$ cat src/rtl/adc_seq_pkg.sv
package adc_seq_pkg;
  typedef enum logic [2:0] {
    TS_SOFT  = 3'b000,
    TS_PIN   = 3'b001,
    TS_TMR_A = 3'b010,
    TS_PWM   = 3'b011,
    TS_TMR_B = 3'b100,
    TS_AUTO  = 3'b111
  } trig_src_e;

  typedef enum logic [1:0] {
    FMT_UINT  = 2'b00,
    FMT_SINT  = 2'b01,
    FMT_UFRAC = 2'b10,
    FMT_SFRAC = 2'b11
  } out_fmt_e;
endpackage

$ cat src/rtl/adc_trig_sel.sv
module adc_trig_sel
  import adc_seq_pkg::*;
#(
  parameter int PER_W = 5
) (
  input  logic             clk,
  input  logic             rst,
  input  logic             mod_on,
  input  logic             act,
  input  logic             samp,
  input  logic             busy,
  input  logic [2:0]       sel,
  input  logic             sw_clr,
  input  logic             tmr_a,
  input  logic             tmr_b,
  input  logic             pwm,
  input  logic             pin,
  input  logic [PER_W-1:0] period,
  output logic             fire,
  output logic             abort
);
  localparam int SYNC_N = 3;

  logic [SYNC_N-1:0] sync_q;
  logic              pin_rise;
  logic [PER_W-1:0]  cnt_q;
  logic [PER_W-1:0]  per_eff;
  logic              hit;

  always_ff @(posedge clk) begin
    if (rst) sync_q <= '0;
    else     sync_q <= {sync_q[SYNC_N-2:0], pin};
  end
  assign pin_rise = sync_q[1] & ~sync_q[2];

  assign per_eff = (period == '0) ? PER_W'(1) : period;

  always_ff @(posedge clk) begin
    if (rst || !mod_on) cnt_q <= '0;
    else if (act) cnt_q <= (samp && sel == TS_AUTO) ? cnt_q + PER_W'(1) : '0;
  end

  always_comb begin
    case (trig_src_e'(sel))
      TS_SOFT:  hit = sw_clr;
      TS_PIN:   hit = pin_rise;
      TS_TMR_A: hit = tmr_a;
      TS_PWM:   hit = pwm;
      TS_TMR_B: hit = tmr_b;
      TS_AUTO:  hit = (cnt_q >= per_eff - PER_W'(1));
      default:  hit = 1'b0;
    endcase
  end

  assign fire  = act && samp && !busy && hit;
  assign abort = act && samp && sw_clr && (sel != TS_SOFT);


  cnt_bound_chk: assert property (@(posedge clk) disable iff (rst)
    (act && samp && sel == TS_AUTO && !busy && cnt_q >= per_eff - PER_W'(1)) |-> fire);
endmodule

$ cat src/rtl/adc_conv_stub.sv
module adc_conv_stub #(
  parameter int CODE_W   = 12,
  parameter int CONV_LAT = 4
) (
  input  logic              clk,
  input  logic              rst,
  input  logic              en,
  input  logic              clr,
  input  logic              start,
  input  logic [CODE_W-1:0] ain,
  output logic              busy,
  output logic              cmpl,
  output logic [CODE_W-1:0] raw
);
  localparam int CW = $clog2(CONV_LAT + 1);

  logic [CW-1:0] cnt_q;

  always_ff @(posedge clk) begin
    if (rst || clr) begin
      busy  <= 1'b0;
      cmpl  <= 1'b0;
      cnt_q <= '0;
      if (rst) raw <= '0;
    end else if (en) begin
      cmpl <= 1'b0;
      if (start) begin
        busy  <= 1'b1;
        cnt_q <= '0;
        raw   <= ain;
      end else if (busy) begin
        if (cnt_q == CW'(CONV_LAT - 1)) begin
          busy <= 1'b0;
          cmpl <= 1'b1;
        end else begin
          cnt_q <= cnt_q + CW'(1);
        end
      end
    end
  end


  cmpl_idle_chk: assert property (@(posedge clk) disable iff (rst)
    cmpl |-> !busy);

  start_busy_chk: assert property (@(posedge clk) disable iff (rst)
    (start && en && !clr) |=> busy);
endmodule

$ cat src/rtl/adc_res_fmt.sv
module adc_res_fmt
  import adc_seq_pkg::*;
#(
  parameter int CODE_W = 12,
  parameter int LO_W   = 10,
  parameter int OUT_W  = 16
) (
  input  logic              mode12,
  input  logic [1:0]        fmt,
  input  logic [CODE_W-1:0] raw,
  output logic [OUT_W-1:0]  word
);
  localparam int SH_HI = OUT_W - CODE_W;
  localparam int SH_LO = OUT_W - LO_W;

  logic [CODE_W-1:0] h_off, h_flip;
  logic [LO_W-1:0]   l_off, l_flip;

  assign h_off  = raw;
  assign h_flip = {~raw[CODE_W-1], raw[CODE_W-2:0]};
  assign l_off  = raw[LO_W-1:0];
  assign l_flip = {~raw[LO_W-1], raw[LO_W-2:0]};

  always_comb begin
    case (out_fmt_e'(fmt))
      FMT_UINT:  word = mode12 ? {{SH_HI{1'b0}}, h_off} : {{SH_LO{1'b0}}, l_off};
      FMT_SINT:  word = mode12 ? {{SH_HI{h_flip[CODE_W-1]}}, h_flip}
                               : {{SH_LO{l_flip[LO_W-1]}}, l_flip};
      FMT_UFRAC: word = mode12 ? {h_off, {SH_HI{1'b0}}} : {l_off, {SH_LO{1'b0}}};
      default:   word = mode12 ? {h_flip, {SH_HI{1'b0}}} : {l_flip, {SH_LO{1'b0}}};
    endcase
  end
endmodule

$ cat src/rtl/adc_seq_ctrl.sv
module adc_seq_ctrl #(
  parameter int CODE_W   = 12,
  parameter int LO_W     = 10,
  parameter int OUT_W    = 16,
  parameter int PER_W    = 5,
  parameter int CONV_LAT = 4
) (
  input  logic              clk,
  input  logic              rst,
  input  logic              mod_on,
  input  logic              halt_in_idle,
  input  logic              idle_req,
  input  logic              res12_mode,
  input  logic [1:0]        out_fmt,
  input  logic [2:0]        trig_src,
  input  logic [PER_W-1:0]  auto_period,
  input  logic              auto_resample,
  input  logic              samp_set,
  input  logic              samp_clr,
  input  logic              done_clr,
  input  logic              tmr_a_evt,
  input  logic              tmr_b_evt,
  input  logic              pwm_evt,
  input  logic              ext_pin,
  input  logic [CODE_W-1:0] ain_code,
  output logic              conv_start,
  output logic              sampling,
  output logic              done,
  output logic [OUT_W-1:0]  result
);
  logic              act, fire, abort, busy, cmpl;
  logic [CODE_W-1:0] raw;
  logic [OUT_W-1:0]  word;

  assign act = mod_on && !(halt_in_idle && idle_req);

  adc_trig_sel #(.PER_W(PER_W)) u_trig (
    .clk(clk), .rst(rst), .mod_on(mod_on), .act(act), .samp(sampling),
    .busy(busy), .sel(trig_src), .sw_clr(samp_clr), .tmr_a(tmr_a_evt),
    .tmr_b(tmr_b_evt), .pwm(pwm_evt), .pin(ext_pin), .period(auto_period),
    .fire(fire), .abort(abort)
  );

  adc_conv_stub #(.CODE_W(CODE_W), .CONV_LAT(CONV_LAT)) u_conv (
    .clk(clk), .rst(rst), .en(act), .clr(!mod_on), .start(fire),
    .ain(ain_code), .busy(busy), .cmpl(cmpl), .raw(raw)
  );

  adc_res_fmt #(.CODE_W(CODE_W), .LO_W(LO_W), .OUT_W(OUT_W)) u_fmt (
    .mode12(res12_mode), .fmt(out_fmt), .raw(raw), .word(word)
  );

  always_ff @(posedge clk) begin
    if (rst) begin
      sampling   <= 1'b0;
      conv_start <= 1'b0;
      done       <= 1'b0;
      result     <= '0;
    end else begin
      conv_start <= fire;
      if (act && cmpl)   done <= 1'b1;
      else if (done_clr) done <= 1'b0;
      if (!mod_on) begin
        sampling <= 1'b0;
      end else if (act) begin
        if (cmpl) begin
          result   <= word;
          sampling <= auto_resample;
        end else if (fire || abort) begin
          sampling <= 1'b0;
        end else if (samp_set && !busy) begin
          sampling <= 1'b1;
        end
      end
    end
  end


  start_pulse_chk: assert property (@(posedge clk) disable iff (rst)
    conv_start |=> !conv_start);

  start_nosamp_chk: assert property (@(posedge clk) disable iff (rst)
    conv_start |-> !sampling);

  off_quiet_chk: assert property (@(posedge clk) disable iff (rst)
    !mod_on |=> (!conv_start && !sampling));

  rsvd_nostart_chk: assert property (@(posedge clk) disable iff (rst)
    (trig_src == 3'b101 || trig_src == 3'b110) |=> !conv_start);

  done_sticky_chk: assert property (@(posedge clk) disable iff (rst)
    (done && !done_clr) |=> done);

  idle_freeze_chk: assert property (@(posedge clk) disable iff (rst)
    (mod_on && halt_in_idle && idle_req) |=> (!conv_start && $stable(sampling)));
endmodule

$ cat config.mk
export PLATFORM = sky130hd
export DESIGN_NAME = adc_seq_ctrl
export DESIGN_NICKNAME = d
export VERILOG_FILES = /design/src/rtl/adc_seq_pkg.sv /design/src/rtl/adc_trig_sel.sv /design/src/rtl/adc_conv_stub.sv /design/src/rtl/adc_res_fmt.sv /design/src/rtl/adc_seq_ctrl.sv
export SDC_FILE = /design/constraint.sdc
export NUM_CORES = 1
export LEC_CHECK = 0
export ABC_AREA = 1
export ABC_CLOCK_PERIOD_IN_PS = 3600
export BUFFER_PORTS_ARGS = -buffer_cell sky130_fd_sc_hd__buf_2
export CORE_MARGIN = 2
export CORE_UTILIZATION = 36
export CTS_BUF_LIST = sky130_fd_sc_hd__clkbuf_8
export CTS_CLUSTER_SIZE = 12
export DETAILED_ROUTE_END_ITERATION = 7
export GPL_TIMING_DRIVEN = 1
export SYNTH_ARGS = -nofsm -noshare
export SYNTH_HDL_FRONTEND = slang
export SYNTH_HIERARCHICAL = 1
export SYNTH_SLANG_ARGS = --single-unit
$ cat constraint.sdc
create_clock -name clk -period 3.6 [get_ports clk]
set_input_delay 0.72 -clock clk [delete_from_list [all_inputs] [get_ports clk]]
set_output_delay 0.72 -clock clk [all_outputs]
set_load 0.03 [all_outputs]
==> out/results.ini <==
[setup_path]
slowest_delay_ns=0.28
cp.required_ns=3.59
crit_chain=buf_2, nor2_1, nand3_1, o21ai_0, inv_1, ha_1, nand2_1, xor2_1, ha_1, nand2_1, nor2_1, nand2_1, nand3_1, nand2_1, a21oi_2, nand2_1, o21bai_1, buf_4
cp-start-kind=primary input
critPathLaunch=auto_period[3]
critPathTopFamily=simple AND/OR/NAND/NOR gates
r2r_setup_slack_ns=1.73
worst-path-max-fanout=12
worstRegToRegCells=11
endpoint=u_conv/raw[5]
r2r_start=u_trig/cnt_q[0]
crit_type=primary input to flop
cp-end-kind=flop
crit_buf_inv=3
cp.depth=18
r2r-end=u_conv/raw[5]
crit_path_frequent_cell=nand2_1
critPathArrivalTime_ns=2.93
cp_slowest_cell=ha_1

[timing]
max_freq_mhz=340
period_needed_ns=2.94
setup_viol=0
rsz0062_at_grt=false
finClkSkew_ns=0.0115
maxSlewViolCount=0
slew-limit-headroom_pct=67.7
setup_ws_ns=0.663
period_share_pct=81.6
finalSetupTns_ns=0
final-hold-violation-count=0
tightest_slew_ns=0.485

[layout]
nets=475
drive_gt1_share_pct=18.6
mostFrequentLayoutCell=nand2_1
final_cell_mix=92 x nand2_1, 78 x nor2_1, 72 x inv_1, 54 x buf_2, 32 x dfxtp_1
seq_area_mm2=0.00100
design_area_mm2=0.00296
fillers=750
multi_input_area_mm2=0.00118
antenna_cells=0
syn2layout_area_growth_pct=16.3
final_util_pct=43.4
instances_no_fill=527

[grt]
grt_pass1_vias=2127
grt_pass1_wl_mm=8.91
antenna_found_initial=0
overflow=0
grtUsageTotal_pct=14.2
grt_max_degree=34

[drt]
drt_iter0_drc=102
ant_nets=0
routed_via_density=4.27
wl_per_cell_um=9.75
vias=2248
drc_errors=0
drtPass1Iterations=4
wirelength_mm=5.14

[pwr]
powerDensity_mw_per_mm2=315
cellLeakagePower_nw=1.60
ir_drop_mv=0.169

[clock_network]
numCtsBuffers=5
htreeDepth=2
clock_path_buffers=2
cts_setup_buffers=0
cts_hold_buf=0
clk_pin_slew_ns=0.09
cts-root-buf=clkbuf_8
clkSinkCount=44
insertion_delay_ns=0.29
cts_resized=0
cts_tree=done

[synthesis]
ys.flop_type=dfxtp_1
ys_seq_elements=44
syn_area_per_cell_um2=6.80
async_flop_share_pct=0
synthDominantCellAreaShare_pct=25.1
synth.area.top_cells=dfxtp_1 25%, edfxtp_1 14%, nand2_1 14%
synth_area_mm2=0.00255
ys_warn_count=6
synth_cells=375
ys_seq_area_share_pct=39.3
synth_edf_count=12
synth_top_cell_by_area=dfxtp_1
synth_nets=420
synth_cell_types=33

[outcome]
outcome=complete, no violations

[hold_path]
hold_class=flop to flop

[placed_design]
place_inst=519
gp_congestion=0.773
place_ws_ns=0.374
dpl.hpwl_mm=3.93
dpl-instance-area_mm2=0.00288
io_buffers=54

[run]
drv_cap=0

[floorplan]
std_cell_rows=30
die_w_um=88.1
die_h_um=88.1
placeableCoreArea_mm2=0.00683
start_util_pct=37.3
die-area_mm2=0.00777
io_pins=55

## cell usage after synthesis, types with 2 or more instances
master	number
nand4_1	5
nand2_2	4
nand3_1	20
xor2_1	3
xnor2_1	2
o21ai_1	3
o21ai_0	8
o21ai_2	2
buf_6	6
o22ai_1	2
nand2_1	92
dfxtp_1	32
a21oi_1	6
ha_1	9
nand3b_1	2
inv_1	72
buf_2	2
edfxtp_1	12
nor2_1	78
inv_2	2
## how the worst min path moves through the flow
stage,start,endpoint,slack [ns],depth (start not counted)
floorplan,u_trig/sync_q[0],u_trig/sync_q[1],0.39,2
global placement,u_trig/sync_q[0],u_trig/sync_q[1],0.40,2
detailed placement,u_trig/sync_q[0],u_trig/sync_q[1],0.40,2
CTS,u_trig/sync_q[0],u_trig/sync_q[1],0.41,2
global route,u_trig/sync_q[0],u_trig/sync_q[1],0.46,2
finish,u_trig/sync_q[0],u_trig/sync_q[1],0.41,2
## per-layer routing
| metal | track usage [%] | wire (µm) |
|---|---|---|
| met4 | 2.48 | 23 |
| met2 | 24.9 | 2330 |
| met3 | 3.20 | 198 |
| met5 | 0 | 0 |
| met1 | 18.0 | 2580 |
## kinds of logic after synthesis
kind of cell / Yosys count / synth area share, %
and+or+nand+nor: 207 / 33.7
DFF: 44 / 39.3
buffers and inverters: 84 / 14.5
adders and majority gates: 9 / 4.42
AOI/OAI and AO/OA: 26 / 6.38
xor gates and xnor gates: 5 / 1.72
## power by group
group | total [W] | internal (W) | leakage (nW) | switching, W
Combinational | 0.000109 | 0.0000415 | 1.17 | 0.0000672
Sequential | 0.000521 | 0.000517 | 0.385 | 0.00000485
Clock | 0.000304 | 0.000135 | 0.0479 | 0.000169
## worst min-delay path, stage by stage, from the launching register on
cell and delay (ns):
dfxtp_1 0.31, inv_1 0.04, nor2_1 0.03
## sequential cells by signal, indices dropped and copies added, names as in the netlist
register,count
u_conv/busy,1
done,1
u_trig/cnt_q,5
sampling,1
conv_start,1
u_conv/raw,12
result,16
u_trig/sync_q,3
u_conv/cnt_q,3
u_conv/cmpl,1
## metrics by stage
stage,total power [W],hold WS [ns]
4_1_cts,0.000947,0.414
5_1_grt,0.000986,0.458
3_5_place_dp,0.000642,0.401
6_report,0.000934,0.411
3_3_place_gp,0.000640,0.396
2_1_floorplan,0.000605,0.388
## layout make-up
type | count | share of cell area (%)
Multi-Input combinational cell | 247 | 39.8
Timing Repair Buffer | 57 | 9.88
Clock buffer | 5 | 2.32
Clock inverter | 3 | 0.633
Sequential cell | 44 | 33.8
Tap cell | 96 | 4.05
Inverter | 75 | 9.58
Note: power is estimated with default switching activity, not from simulation.
